===== config.mk =====
export PLATFORM = sky130hd
export DESIGN_NAME = pwm_gate_stage
export DESIGN_NICKNAME = d
export VERILOG_FILES = /design/src/rtl/pwm_stage_pkg.sv /design/src/rtl/strap_sync.sv /design/src/rtl/phase_leg.sv /design/src/rtl/gate_drive.sv /design/src/rtl/pwm_gate_stage.sv
export SDC_FILE = /design/constraint.sdc
export NUM_CORES = 1
export LEC_CHECK = 0
export CAP_MARGIN = 10
export CORE_MARGIN = 3
export CORE_UTILIZATION = 35
export CTS_CLUSTER_SIZE = 14
export DETAILED_ROUTE_END_ITERATION = 10
export GPL_ROUTABILITY_DRIVEN = 1
export GPL_TIMING_DRIVEN = 0
export SYNTH_ARGS = -nofsm -noshare
export SYNTH_HDL_FRONTEND = slang
export SYNTH_SLANG_ARGS = --single-unit

===== constraint.sdc =====
create_clock -name clk -period 0.9 [get_ports clk]
set_input_delay 0.09 -clock clk [delete_from_list [all_inputs] [get_ports clk]]
set_output_delay 0.09 -clock clk [all_outputs]
set_load 0.01 [all_outputs]

===== src/rtl/pwm_stage_pkg.sv =====
package pwm_stage_pkg;
  parameter int unsigned STATUS_W = 3;
  parameter int unsigned POL_BIT  = 2;
  parameter int unsigned REL_BIT  = 1;
  parameter int unsigned SD_BIT   = 0;
endpackage


===== src/rtl/strap_sync.sv =====
module strap_sync #(
  parameter int unsigned STAGES    = 2,
  parameter logic        RESET_VAL = 1'b1
) (
  input  logic clk,
  input  logic rst,
  input  logic d,
  output logic q
);
  generate
    if (STAGES <= 1) begin : g_single
      logic s;
      always_ff @(posedge clk) begin
        if (rst) s <= RESET_VAL;
        else     s <= d;
      end
      assign q = s;
    end else begin : g_chain
      logic [STAGES-1:0] s;
      always_ff @(posedge clk) begin
        if (rst) s <= {STAGES{RESET_VAL}};
        else     s <= {s[STAGES-2:0], d};
      end
      assign q = s[STAGES-1];
    end
  endgenerate
endmodule


===== src/rtl/phase_leg.sv =====
module phase_leg (
  input  logic clk,
  input  logic rst,
  input  logic raw_hi,
  input  logic raw_lo,
  input  logic xov,
  input  logic rel_en,
  output logic hi_q,
  output logic lo_q,
  output logic keep_hi_q,
  output logic keep_lo_q
);
  logic lo_forced;
  logic hi_route, lo_route;

  assign lo_forced = rel_en ? 1'b1 : raw_lo;
  assign hi_route  = xov ? lo_forced : raw_hi;
  assign lo_route  = xov ? raw_hi : lo_forced;

  always_ff @(posedge clk) begin
    if (rst) begin
      hi_q      <= 1'b0;
      lo_q      <= 1'b0;
      keep_hi_q <= 1'b0;
      keep_lo_q <= 1'b0;
    end else begin
      hi_q      <= hi_route;
      lo_q      <= lo_route;
      keep_hi_q <= rel_en & xov;
      keep_lo_q <= rel_en & ~xov;
    end
  end


  rel_force_chk: assert property (@(posedge clk) disable iff (rst)
    (rel_en && !xov) |=> lo_q);


  xover_swap_chk: assert property (@(posedge clk) disable iff (rst)
    (xov && !rel_en) |=> (hi_q == $past(raw_lo)) && (lo_q == $past(raw_hi)));


  straight_path_chk: assert property (@(posedge clk) disable iff (rst)
    !xov |=> hi_q == $past(raw_hi));
endmodule


===== src/rtl/gate_drive.sv =====
module gate_drive #(
  parameter int unsigned N_PHASE = 3
) (
  input  logic [N_PHASE-1:0] hi_cmd,
  input  logic [N_PHASE-1:0] lo_cmd,
  input  logic [N_PHASE-1:0] keep_hi,
  input  logic [N_PHASE-1:0] keep_lo,
  input  logic               sd,
  input  logic               pol_high,
  output logic [N_PHASE-1:0] pin_hi,
  output logic [N_PHASE-1:0] pin_lo
);
  logic [N_PHASE-1:0] on_hi, on_lo;

  always_comb begin
    on_hi = sd ? keep_hi : hi_cmd;
    on_lo = sd ? keep_lo : lo_cmd;
    pin_hi = pol_high ? on_hi : ~on_hi;
    pin_lo = pol_high ? on_lo : ~on_lo;
  end
endmodule


===== src/rtl/pwm_gate_stage.sv =====
module pwm_gate_stage
  import pwm_stage_pkg::*;
#(
  parameter int unsigned N_PHASE     = 3,
  parameter int unsigned SYNC_STAGES = 2
) (
  input  logic                clk,
  input  logic                rst,
  input  logic [N_PHASE-1:0]  cmd_hi,
  input  logic [N_PHASE-1:0]  cmd_lo,
  input  logic                shutdown,
  input  logic                pol_strap,
  input  logic                rel_strap_n,
  input  logic                xover_we,
  input  logic [N_PHASE-1:0]  xover_wdata,
  output logic [N_PHASE-1:0]  gate_hi,
  output logic [N_PHASE-1:0]  gate_lo,
  output logic [STATUS_W-1:0] status
);
  localparam logic [STATUS_W-1:0] STATUS_RST =
    STATUS_W'((1 << POL_BIT) | (1 << REL_BIT));

  logic               pol_s, rel_n_s, rel_en;
  logic [N_PHASE-1:0] xover_q;
  logic [N_PHASE-1:0] hi_q, lo_q, keep_hi_q, keep_lo_q;

  strap_sync #(.STAGES(SYNC_STAGES), .RESET_VAL(1'b1)) u_pol_sync (
    .clk(clk), .rst(rst), .d(pol_strap), .q(pol_s)
  );
  strap_sync #(.STAGES(SYNC_STAGES), .RESET_VAL(1'b1)) u_rel_sync (
    .clk(clk), .rst(rst), .d(rel_strap_n), .q(rel_n_s)
  );
  assign rel_en = ~rel_n_s;

  always_ff @(posedge clk) begin
    if (rst)           xover_q <= '0;
    else if (xover_we) xover_q <= xover_wdata;
  end

  always_ff @(posedge clk) begin
    if (rst) status <= STATUS_RST;
    else begin
      status          <= '0;
      status[POL_BIT] <= pol_s;
      status[REL_BIT] <= rel_n_s;
      status[SD_BIT]  <= shutdown;
    end
  end

  generate
    for (genvar p = 0; p < N_PHASE; p++) begin : g_leg
      phase_leg u_leg (
        .clk       (clk),
        .rst       (rst),
        .raw_hi    (cmd_hi[p]),
        .raw_lo    (cmd_lo[p]),
        .xov       (xover_q[p]),
        .rel_en    (rel_en),
        .hi_q      (hi_q[p]),
        .lo_q      (lo_q[p]),
        .keep_hi_q (keep_hi_q[p]),
        .keep_lo_q (keep_lo_q[p])
      );
    end
  endgenerate

  gate_drive #(.N_PHASE(N_PHASE)) u_drive (
    .hi_cmd   (hi_q),
    .lo_cmd   (lo_q),
    .keep_hi  (keep_hi_q),
    .keep_lo  (keep_lo_q),
    .sd       (shutdown),
    .pol_high (pol_s),
    .pin_hi   (gate_hi),
    .pin_lo   (gate_lo)
  );


  xover_reset_chk: assert property (@(posedge clk) disable iff (rst)
    $past(rst) |-> xover_q == '0);


  shutdown_off_chk: assert property (@(posedge clk) disable iff (rst)
    (shutdown && rel_n_s && keep_hi_q == '0 && keep_lo_q == '0) |->
      (gate_hi == {N_PHASE{~pol_s}}) && (gate_lo == {N_PHASE{~pol_s}}));


  xover_hold_chk: assert property (@(posedge clk) disable iff (rst)
    !xover_we |=> $stable(xover_q));


  keep_onehot_chk: assert property (@(posedge clk) disable iff (rst)
    $onehot0({keep_hi_q[0], keep_lo_q[0]}));
endmodule


==> flow_metrics.env, run 1 <==
export IMPL_status="complete, but fails checks"
export IMPL_violations="negative setup slack"
export IMPL_synthCells=75
export IMPL_yosys_warnings=0
export IMPL_ys_async_sr_fraction=0
export IMPL_worstPathMaxFanout=1
export IMPL_grt_start_max_net_pins=13
export IMPL_p_switching_mw=0.393
export IMPL_die_y_um=53.7
export IMPL_die_w_um=53.7
export IMPL_io_buffer_count=22
export IMPL_io_pins=24
export IMPL_cp_arrival_ns=1.06
export IMPL_hold_ws_ns=0.0579
export IMPL_grt_pass1_wl_um=2030
export IMPL_yosysMostFrequentCell="dfxtp_1"
export IMPL_core_area_sq_um=2060
export IMPL_synth_net_count=90
export IMPL_cp_required_ns=0.81
export IMPL_drt_wl_total_um=1210
export IMPL_grtUsageTotal=0.0995
export IMPL_peakVddDrop_mv=0.900
export IMPL_power_density_nw_per_um2=1690
export IMPL_die_area_sq_um=2880
export IMPL_power_frac_seq=0.582
export IMPL_hold_class="input pin to flop"
export IMPL_root_buffer="clkbuf_4"
export IMPL_place_congestion=0.640
export IMPL_synth_seq_cells=22
export IMPL_cts_buffers=3
export IMPL_synth_largest_area_cell="dfxtp_1"
export IMPL_grt_setup_unrepaired="yes"
export IMPL_fin_crit_sh=1.28
export IMPL_antenna_cells=0
export IMPL_power_frac_clock=0.291
export IMPL_p_int_mw=1.40
export IMPL_drt_iter0_drc=5
export IMPL_timing_final_ws_setup_ns=-0.253
export IMPL_max_freq_mhz=867
export IMPL_cts_reportedPaths_clkPinSlew_ns=0.11
export IMPL_ant_nets=0
export IMPL_place_area_sq_um=1050
export IMPL_hp_start="shutdown"
export IMPL_final_area_sq_um=1060
export IMPL_min_period_ns=1.15
export IMPL_p_comb_frac=0.126
export IMPL_postCtsSetupRepairBufs=0
export IMPL_r2r_start="xover_q[2]"
export IMPL_synthTopCellsByCount="dfxtp_1 (22), nor2_1 (10), mux2i_1 (9)"
export IMPL_num_vias=545
export IMPL_via_per_inst=4.26
export IMPL_slew_headroom=0.838
export IMPL_avgSynthCellArea_sq_um=10.6
export IMPL_ys_flop_type="dfxtp_1"
export IMPL_cts_num_sinks=22
export IMPL_syn2layout_area_growth_pct=33.0
export IMPL_critPathCaptureType="output pin"
export IMPL_start_kind="flop"
export IMPL_htreeDepth=1
export IMPL_grt_pass1_vias=496
export IMPL_cap_violations=0
export IMPL_synthTopCellsByArea="dfxtp_1 (55%), mux2i_1 (11%), xor2_1 (6.6%)"
export IMPL_rows=16
export IMPL_fin_skew_ns=0.000839
export IMPL_sw_frac_of_total=0.219
export IMPL_synth_top_cell_area_share=0.553
export IMPL_final_max_slew_violation_count=0
export IMPL_cts_tree="yes"
export IMPL_ys_seq_area_frac=0.553
export IMPL_hold_buffers=0
export IMPL_clk_latency_ns=0.29
export IMPL_setup_viol=6
export IMPL_dr_pass1_iters=2
export IMPL_drive_above_1_share=0.208
export IMPL_p_leak_nw=0.460
export IMPL_wl_per_cell_um=9.47
export IMPL_initial_core_util=0.386
export IMPL_drc_errors=0
export IMPL_worst_pin_slew_ns=0.242
export IMPL_antenna_found_initial=0
export IMPL_final_nets=117
export IMPL_yosys_cell_types_count=14
export IMPL_clockBufferDepth=2
export IMPL_finalHoldViolCount=0
export IMPL_grt_overflow_total=0
export IMPL_synth_edf_count=0
export IMPL_synthesis_area_sq_um=796
export IMPL_startpoint="g_leg[0].u_leg.keep_hi_q"
export IMPL_crit_type="flop to output pin"
stage by stage:
stage / TNS (ns) / setup slack (ns) / power, mW / instances / utilization
after global placement: -6.40 / -0.390 / 1.32 / 124 / 0.509
after floorplan: 0 / 0.108 / 1.18 / 75 / -
final: -1.46 / -0.253 / 1.79 / 128 / 0.513
after detailed placement: -6.41 / -0.406 / 1.32 / 124 / 0.509
after CTS: -1.58 / -0.275 / 1.81 / 128 / 0.508
after global routing: -2.03 / -0.375 / 1.87 / 128 / 0.513
final timing paths:
path,slack (ns),endpoint,cells past startpoint
hold reg to reg,0.42,u_rel_sync.g_chain.s[1],1
setup reg to reg,0.11,g_leg[2].u_leg.lo_q,2
setup / recovery,-0.25,gate_hi[0],3
hold / removal,0.06,status[0],2
power by group through the flow:
stage	clock network (mW)	registers, mW	logic (mW)
6_report	0.522	1.04	0.227
3_5_place_dp	0	1.07	0.259
3_3_place_gp	0	1.06	0.255
5_1_grt	0.567	1.05	0.252
2_1_floorplan	0	1.06	0.117
4_1_cts	0.538	1.04	0.231
worst max-delay path, cell delays in order, from the launching register on:
cell,delay (ns)
dfxtp_1,0.32
mux2i_1,0.16
xor2_1,0.15
buf_2,0.15
final cells by class:
cell class,count,area (sq um)
clock buffers,4,36.3
fillers,208,1000
flip-flops and latches,22,444
repair buffers,22,178
multi-input cells,46,322
well taps,27,33.8
plain buffers,3,30.0
inverters,4,15.0
per-layer routing:
metal,wire length (um),GRT usage,vias up
met3,88,0.0249,2
met1,597,0.131,231
met4,12,0.0766,0
met2,513,0.137,15
met5,0,0,-
li1,-,-,297
sequential cells by signal (all words and copies together), names as in the netlist:
name and count:
g_leg.u_leg.hi_q 3, g_leg.u_leg.keep_hi_q 3, g_leg.u_leg.keep_lo_q 3, g_leg.u_leg.lo_q 3
status 3, xover_q 3, u_pol_sync.g_chain.s 2, u_rel_sync.g_chain.s 2
what timing repair did:
action	CTS	global route
hold endpoints to repair	0	0
setup endpoints to repair	9	14
pin swaps	6	4
gates cloned	0	0
resized for setup	39	5
placed cells by master (no fill, tap or decap), types with 2 or more instances in the layout:
| master | count |
|---|---|
| inv_1 | 3 |
| nor2_1 | 9 |
| mux2i_1 | 9 |
| nor3b_1 | 3 |
| a311oi_1 | 3 |
| buf_6 | 2 |
| buf_2 | 9 |
| dfxtp_1 | 19 |
| nor2b_1 | 4 |
| clkdlybuf4s50_1 | 12 |
| xor2_1 | 6 |
| or2_1 | 5 |
| and2_1 | 3 |
| clkbuf_4 | 4 |
| dfxtp_2 | 3 |
| nor3_1 | 3 |
kinds of logic (layout without fill, tap and decap cells):
logic type	Yosys count	after routing	share of synthesized area
mux	9	9	0.113
simple gates	28	28	0.189
xor+xnor	6	6	0.0660
buf+inv	7	33	0.0456
flops	22	22	0.553
compound gates	3	3	0.0330
Power figures use the tool's default switching activity.
==> run 2, diff against run 1 <==
clock period = 1.3 ns   (was 0.9 ns; I/O delays follow)
==> run 2 against run 1 <==
Compared with the run above: the run now ends clean; non-clock buffer count did not move; cell count stayed put; global-route usage stayed put; power is 31% lower; via count up 0.18%; flip-flop and latch count did not move; clock power down 30%; first-iteration DRC count fell by 40%; combinational power decreased by 30%; critical endpoint is now gate_lo[1]; largest cell class unchanged; highest routed layer unchanged.
==> flow_metrics.env, run 2 (synthesized netlist as in run 1, its figures left out) <==
export IMPL_drt_iter0_drc=3
export IMPL_grt_setup_unrepaired="yes"
export IMPL_slew_headroom=0.835
export IMPL_nFillCells=199
export IMPL_via_per_inst=4.27
export IMPL_stdcell_count=128
export IMPL_r2r_start="u_rel_sync.g_chain.s[1]"
export IMPL_drc_errors=0
export IMPL_peakVddDrop_mv=0.619
export IMPL_timing_final_ws_setup_ns=0.0987
export IMPL_wl_per_cell_um=9.69
export IMPL_use_met3=0.0249
export IMPL_fin_crit_sh=0.924
export IMPL_start_kind="flop"
export IMPL_dp_slack_ns=-0.0456
export IMPL_finalHoldViolCount=0
export IMPL_hp_start="shutdown"
export IMPL_cap_violations=0
export IMPL_place_area_sq_um=1050
export IMPL_clockBufferDepth=2
export IMPL_cts_buffers=3
export IMPL_startpoint="g_leg[1].u_leg.keep_lo_q"
export IMPL_layout_commonest_cell="dfxtp_1"
export IMPL_final_nets=117
export IMPL_num_vias=546
export IMPL_core_area_sq_um=2060
export IMPL_power_density_nw_per_um2=1160
export IMPL_worstPathMaxFanout=1
export IMPL_io_pins=24
export IMPL_syn2layout_area_growth_pct=34.4
export IMPL_grt_start_max_net_pins=13
export IMPL_grt_pass1_vias=488
export IMPL_postCtsSetupRepairBufs=0
export IMPL_cp_arrival_ns=1.07
export IMPL_multi_input_area_sq_um=319
export IMPL_min_period_ns=1.20
export IMPL_htreeDepth=1
export IMPL_die_y_um=53.7
export IMPL_hold_class="input pin to flop"
export IMPL_grtUsageTotal=0.0995
export IMPL_clk_latency_ns=0.30
export IMPL_final_max_slew_violation_count=0
export IMPL_final_area_sq_um=1070
export IMPL_worst_pin_slew_ns=0.247
export IMPL_antenna_found_initial=0
export IMPL_antenna_cells=0
export IMPL_die_area_sq_um=2880
export IMPL_place_congestion=0.640
export IMPL_crit_type="flop to output pin"
export IMPL_cp_required_ns=1.17
export IMPL_drive_above_1_share=0.139
export IMPL_status="completed"
export IMPL_die_w_um=53.7
export IMPL_rows=16
export IMPL_placedCellCount=124
export IMPL_initial_core_util=0.386
export IMPL_cts_num_sinks=22
export IMPL_dr_pass1_iters=2
export IMPL_ant_nets=0
export IMPL_fin_skew_ns=0.000839
export IMPL_cts_reportedPaths_clkPinSlew_ns=0.11
export IMPL_max_freq_mhz=832
export IMPL_cts_tree="yes"
export IMPL_report_power_total_mw=1.24
export IMPL_final_util=0.519
export IMPL_p_leak_nw=0.469
export IMPL_io_buffer_count=22
export IMPL_critPathCaptureType="output pin"
export IMPL_gr_max_usage_layer="met2"
export IMPL_grt_overflow_total=0
export IMPL_root_buffer="clkbuf_4"
export IMPL_grt_pass1_wl_um=2020
export IMPL_final_cell_mix="dfxtp_1 (22), clkdlybuf4s50_1 (13), nor2_1 (10), mux2i_1 (9), buf_2 (7)"
export IMPL_ff_latch_area_sq_um=440
export IMPL_setup_viol=0
export IMPL_met1_usage=0.132
export IMPL_grtUsageMet2=0.135
export IMPL_drt_wl_total_um=1240
-- run 2: changes by cell type in the layout (fill, tap and decap cells not counted) --
cell and change:
nor2_1 +1, dlymetal6s2s_1 +2, buf_2 -2, dfxtp_2 -3
clkbuf_4 -1, dfxtp_1 +3, nor2_2 -1, clkdlybuf4s50_1 +1
-- run 2: per-stage QoR --
step	TNS, ns	hold WS [ns]
2_1_floorplan	0	0.202
3_3_place_gp	-0.110	0.386
3_5_place_dp	-0.191	0.395
4_1_cts	0	0.0929
5_1_grt	-0.0154	0.102
6_report	0	0.0949
-- run 2: repair_timing --
item	in CTS	in global routing
setup endpoints to repair	6	6
hold buffers	0	0
hold endpoints to repair	0	0
gates resized for setup	24	5
pin swaps	0	1
-- run 2: layer usage --
layer	routed length (um)	vias up	share of wire
li1	-	297	-
met5	0	-	0
met1	614	232	0.50
met4	12	0	0.0097
met2	524	15	0.42
met3	88	2	0.071
-- run 2: area by class of cell --
cell class | instances | area share
plain buffers | 3 | 0.0257
clock buffers | 4 | 0.0339
inverters | 4 | 0.0140
multi-input cells | 46 | 0.298
flip-flops and latches | 22 | 0.412
well taps | 27 | 0.0316
repair buffers | 22 | 0.185
-- run 2: worst paths after layout --
check / slack, ns / depth (start not counted) / to
hold reg to reg: 0.42 / 1 / u_rel_sync.g_chain.s[1]
hold / removal: 0.09 / 2 / status[0]
setup / recovery: 0.1 / 3 / gate_lo[1]
setup reg to reg: 0.45 / 3 / g_leg[2].u_leg.keep_lo_q
-- run 2: report_power, final --
group          switching, mW  total (mW)  internal (mW)
sequential            0.0163       0.722          0.706
combinational         0.0650       0.159         0.0938
clock                  0.193       0.364          0.171
total                  0.274        1.24          0.970
-- run 2: critical path: stages, from the launching register on --
cell,delay (ns)
dfxtp_1,0.31
mux2i_1,0.15
xor2_1,0.16
buf_2,0.15
==> run 3, diff against run 2 <==
TNS_END_PERCENT = 20   (was not set)
==> results of run 3 <==
Final layout, timing and power as in run 2 (identical DEF).
